$ cat src/rtl/rex_scan.sv
module rex_scan #(
  parameter int MAX_LEN = 15
) (
  input  logic                           clk,
  input  logic                           rst_n,
  input  logic                           long_mode,
  input  logic                           in_valid,
  input  logic [7:0]                     in_byte,
  input  logic                           in_sof,
  input  logic                           in_eof,
  output logic                           out_done,
  output logic                           out_hit,
  output logic                           out_w,
  output logic                           out_r,
  output logic                           out_x,
  output logic                           out_b,
  output logic [$clog2(MAX_LEN+2)-1:0]   out_opc_at,
  output logic                           out_len_fault,
  output logic                           out_no_opc
);
  localparam int IDX_W = $clog2(MAX_LEN + 2);
  localparam logic [IDX_W-1:0] SAT = IDX_W'(MAX_LEN + 1);
  localparam logic [IDX_W-1:0] LIM = IDX_W'(MAX_LEN);

  logic             active, in_pfx, pend, found, hit_q;
  logic [3:0]       hold, fld_q;
  logic [IDX_W-1:0] cnt, pos;

  logic             take, pfx_run, is_rex, is_leg, is_opc;
  logic             pend_c, found_c, hit_c;
  logic [3:0]       hold_c, fld_c;
  logic [IDX_W-1:0] idx, pos_c;

  assign take    = in_valid && (in_sof || active);
  assign idx     = in_sof ? '0 : cnt;
  assign pfx_run = in_sof ? 1'b1 : in_pfx;
  assign pend_c  = in_sof ? 1'b0 : pend;
  assign hold_c  = in_sof ? 4'h0 : hold;
  assign found_c = in_sof ? 1'b0 : found;
  assign hit_c   = in_sof ? 1'b0 : hit_q;
  assign fld_c   = in_sof ? 4'h0 : fld_q;
  assign pos_c   = in_sof ? '0 : pos;

  assign is_rex = long_mode && (in_byte[7:4] == 4'h4);

  always_comb begin
    case (in_byte)
      8'h26, 8'h2E, 8'h36, 8'h3E, 8'h64, 8'h65,
      8'h66, 8'h67, 8'hF0, 8'hF2, 8'hF3: is_leg = 1'b1;
      default:                           is_leg = 1'b0;
    endcase
  end

  assign is_opc = pfx_run && !is_rex && !is_leg;

  logic             n_pend, n_found, n_hit;
  logic [3:0]       n_hold, n_fld;
  logic [IDX_W-1:0] n_pos;

  always_comb begin
    n_pend  = pend_c;
    n_hold  = hold_c;
    if (pfx_run && is_rex) begin
      n_pend = 1'b1;
      n_hold = in_byte[3:0];
    end else if (pfx_run && is_leg) begin
      n_pend = 1'b0;
      n_hold = 4'h0;
    end
    n_found = found_c || is_opc;
    n_pos   = is_opc ? idx : pos_c;
    n_hit   = is_opc ? pend_c : hit_c;
    n_fld   = is_opc ? hold_c : fld_c;
  end

  always_ff @(posedge clk) begin
    if (!rst_n) begin
      active <= 1'b0;
      in_pfx <= 1'b0;
      pend   <= 1'b0;
      hold   <= 4'h0;
      found  <= 1'b0;
      hit_q  <= 1'b0;
      fld_q  <= 4'h0;
      cnt    <= '0;
      pos    <= '0;
    end else if (take) begin
      active <= !in_eof;
      in_pfx <= pfx_run && !is_opc;
      pend   <= n_pend;
      hold   <= n_hold;
      found  <= n_found;
      hit_q  <= n_hit;
      fld_q  <= n_fld;
      pos    <= n_pos;
      cnt    <= (idx == SAT) ? idx : idx + 1'b1;
    end
  end

  always_ff @(posedge clk) begin
    if (!rst_n) begin
      out_done      <= 1'b0;
      out_hit       <= 1'b0;
      {out_w, out_r, out_x, out_b} <= 4'h0;
      out_opc_at    <= '0;
      out_len_fault <= 1'b0;
      out_no_opc    <= 1'b0;
    end else begin
      out_done <= take && in_eof;
      if (take && in_eof) begin
        out_hit       <= n_hit;
        {out_w, out_r, out_x, out_b} <= n_fld;
        out_opc_at    <= n_pos;
        out_len_fault <= (idx >= LIM);
        out_no_opc    <= !n_found;
      end
    end
  end

  assert_fields_clear_R11: assert property (@(posedge clk) disable iff (!rst_n)
    (out_done && !out_hit) |-> ({out_w, out_r, out_x, out_b} == 4'h0));

  assert_no_opc_empty_R8: assert property (@(posedge clk) disable iff (!rst_n)
    (out_done && out_no_opc) |-> (!out_hit && out_opc_at == '0));

  assert_done_after_end_R9: assert property (@(posedge clk) disable iff (!rst_n)
    out_done |-> $past(in_valid && in_eof));

  assert_prefix_before_opc_R2: assert property (@(posedge clk) disable iff (!rst_n)
    (out_done && out_hit) |-> (out_opc_at != '0));

  assert_legacy_mode_R6: assert property (@(posedge clk) disable iff (!rst_n)
    (in_valid && in_sof && in_eof && !long_mode) |=> !out_hit);
endmodule

$ cat config.mk
export PLATFORM = sky130hd
export DESIGN_NAME = rex_scan
export DESIGN_NICKNAME = d
export VERILOG_FILES = /design/src/rtl/rex_scan.sv
export SDC_FILE = /design/constraint.sdc
export NUM_CORES = 1
export LEC_CHECK = 0
export BUFFER_PORTS_ARGS = -buffer_cell sky130_fd_sc_hd__buf_4
export CORE_MARGIN = 8
export CORE_UTILIZATION = 40
export DETAILED_ROUTE_END_ITERATION = 10
export GPL_TIMING_DRIVEN = 0
export PLACE_DENSITY = 0.57
export SLEW_MARGIN = 20
export SYNTH_ARGS = -nofsm -noshare
export SYNTH_HDL_FRONTEND = slang
export SYNTH_SLANG_ARGS = --single-unit
export TNS_END_PERCENT = 20
$ cat constraint.sdc
create_clock -name clk -period 4.3 [get_ports clk]
set_clock_uncertainty 0.15 [all_clocks]
set_input_delay 0.645 -clock clk [delete_from_list [all_inputs] [get_ports clk]]
set_output_delay 0.645 -clock clk [all_outputs]
set_load 0.005 [all_outputs]
==> flow_metrics.py <==
metrics = {
    "cts": {
        "cts_resized": 0,
        "path_clk_slew_ns": 0.07,
        "post_cts_buffers": 0,
        "clkLatencyLatePin_ns": 0.28,
        "clock_path_buffers": 2,
        "cts_made_buffers": 5,
        "cts_tree": "built",
        "clock-root-buffer": "clkbuf_8",
        "htreeDepth": 2,
        "hold_buffers": 0,
        "clock-sinks": 36,
    },
    "grt": {
        "gr-total-overflow": 0,
        "grt_antenna_before_repair": 0,
        "track_usage_pct": 14.1,
        "grt_pass1_vias": 1401,
        "grt_first_pass_wirelength_um": 7270,
        "grt_start_max_net_pins": 11,
    },
    "sta": {
        "maxSlewViolCount": 0,
        "rsz0062_at_grt": "false",
        "worstMarginPinSlew_ns": 0.700,
        "hold_viol_final": 0,
        "setup_viol": 0,
        "post-route-period-util_pct": 58.1,
        "max_slew_margin_pct": 53.0,
        "final.min_clock_period_ns": 2.50,
        "fmax_mhz": 400,
        "setup_tns_ns": 0,
    },
    "synthesis": {
        "synth_compound_area_share_pct": 21.2,
        "ys_ff_latch": 36,
        "synth_fp_nets": 215,
        "avgSynthCellArea_um2": 8.49,
        "synth-simple-area-share_pct": 21.9,
        "synthAdderAreaFrac_pct": 2.23,
        "ys_seq_area_share_pct": 42.9,
        "synth_mux_area_share_pct": 5.95,
        "synth_top_cells_by_area": "dfxtp_1 43%, a21oi_1 6.0%, mux2i_1 6.0%, nand2_1 5.4%, o21ai_0 4.2%",
        "synthDistinctLibCells": 38,
        "netlist_area_mm2": 0.00168,
        "synth_xor_area_share_pct": 0.521,
        "yosysMostFrequentCell": "dfxtp_1",
        "synth_top_family_by_area": "simple AND/OR/NAND/NOR gates",
        "synth_flop_cell": "dfxtp_1",
        "synth_edf_count": 0,
        "synth_cells": 198,
        "ys_warn_count": 0,
        "synth_commonest_cells": "36 x dfxtp_1, 24 x nand2_1, 20 x a21oi_1, 14 x o21ai_0",
        "ys_async_sr_fraction_pct": 0,
        "synth_top_area_share_pct": 42.9,
        "synth_top_area_cell": "dfxtp_1",
    },
    "placed_design": {
        "dp_cells": 273,
        "port_buffers": 25,
        "dp_hpwl_um": 3340,
        "gp_congestion": 0.832,
    },
    "pwr": {
        "p_per_area_mw_per_mm2": 337,
        "peakVddDrop_v": 0.000159,
        "p_leak_nw": 0.803,
    },
    "critical_path": {
        "r2r_cells": 5,
        "r2r-start": "active",
        "cpPeakStageDelay_ns": 0.43,
        "path_cells": "buf_4 > buf_2 > clkbuf_1 > nor2b_1 > ha_1 > and3_1 > ha_1 > a211oi_1 > o21ai_0",
        "startpoint_type": "input port",
        "r2r_slack_ns": 2.33,
        "cp_slowest_cell": "clkbuf_1",
        "arrival_ns": 2.51,
        "cp_common_cell": "ha_1",
        "cp_max_fo": 10,
        "timing.rr.end": "pos[2]",
        "path_buf_inv": 3,
        "crit_type": "in2reg",
        "cp.required_ns": 4.31,
        "end_kind": "register",
        "path_delay_family": "buffers and inverters",
    },
    "run_status": {
        "status": "completed",
    },
    "floorplanning": {
        "start_util_pct": 41.7,
        "die_h_um": 80.8,
        "die_x_um": 80.8,
        "pin_count": 27,
        "die-area_mm2": 0.00654,
        "coreArea_mm2": 0.00403,
        "rows": 23,
    },
    "final_layout": {
        "syn2layout_area_growth_pct": 20.6,
        "drive_gt1_share_pct": 17.4,
        "fillers": 406,
        "antenna_cells": 0,
        "nets": 247,
        "layout.cells.non_filler": 280,
    },
    "hold_path": {
        "hold_depth": 2,
        "min_to": "out_w",
        "hp-start": "out_w",
        "hp-class": "reg2reg",
    },
    "drt": {
        "antenna_left": 0,
        "viasPerCell": 5.50,
        "drt_iter0_markers": 135,
        "drt-total-wl_um": 4520,
        "post_drt_wl_per_cell_um": 16.1,
        "first_pass_iters": 4,
        "num_vias": 1541,
        "drc": 0,
    },
    "flow_run": {
        "max_cap_viol_count": 0,
    },
}
-- tightest hold or removal path, stage by stage, from the launching register on --
cell and delay, ns:
dfxtp_1 0.31, nand2_1 0.05, o21ai_1 0.05
-- metrics by stage --
stage / worst slack, ns / area (um2) / utilization [%] / hold slack (ns) / power, mW
after floorplan: 2.08 / 1680 / - / 0.295 / 0.399
after global placement: 1.59 / 1930 / 48.0 / 0.289 / 0.427
after detailed placement: 1.57 / 1930 / 48.0 / 0.298 / 0.429
after CTS: 1.87 / 2030 / 50.3 / 0.308 / 0.684
after global routing: 1.69 / 2030 / 50.3 / 0.328 / 0.709
final: 1.80 / 2030 / 50.3 / 0.302 / 0.683
-- worst max-delay path by stage --
stage	end	start	cells past startpoint
6_report	out_len_fault	in_sof	9
5_1_grt	out_len_fault	in_sof	9
4_1_cts	out_len_fault	in_sof	9
3_5_place_dp	out_len_fault	in_sof	9
3_3_place_gp	out_len_fault	in_sof	9
2_1_floorplan	out_len_fault	in_sof	8
-- final cells by class --
cell class | count | area, um2 | area share [%]
buffer | 12 | 66.3 | 3.27
tap | 50 | 62.6 | 3.08
sequential | 36 | 721 | 35.5
multi-input combinational | 144 | 872 | 43.0
clock buffer | 7 | 96.3 | 4.75
inverter | 6 | 22.5 | 1.11
timing repair buffer | 25 | 188 | 9.25
-- power by group --
group / leakage (nW) / total, mW / switching, mW / internal (mW)
logic: 0.462 / 0.0791 / 0.0479 / 0.0312
registers: 0.291 / 0.343 / 0.00413 / 0.339
clock network: 0.0503 / 0.261 / 0.118 / 0.143
-- cell usage in the layout (no fill, tap or decap), drive strengths merged, types with 3 or more instances in the layout --
cell type  count
and3           7
o22ai          4
nand2         24
clkbuf        14
nor2           5
mux2i         10
nor2b          8
dfxtp         36
o21ai         24
inv            6
buf           30
nand2b         3
o21a           5
nand3         10
a21oi         20
ha             3
-- per-layer routing --
layer / up-vias / GRT usage, % / routed length [um]
li1: 763 / - / -
met4: 0 / 4.82 / 39
met2: 49 / 21.7 / 1970
met3: 6 / 2.98 / 325
met1: 723 / 19.1 / 2180
met5: - / 0 / 0
-- cells by family (layout without fill, tap and decap cells) --
family	Yosys count	in the layout
compound gates	61	61
simple gates	69	69
xor+xnor	1	1
mux	10	10
fa+ha+maj	3	3
flops	36	36
buf+inv	18	50
-- state kept, by name, indices dropped and copies added (netlist names) --
name           flops
pos                5
hold               4
out_hit            1
out_done           1
cnt                5
active             1
found              1
out_opc_at         5
out_no_opc         1
fld_q              4
out_r              1
hit_q              1
out_w              1
out_x              1
pend               1
out_b              1
out_len_fault      1
in_pfx             1
No activity file was read; power rests on OpenSTA's default activity.
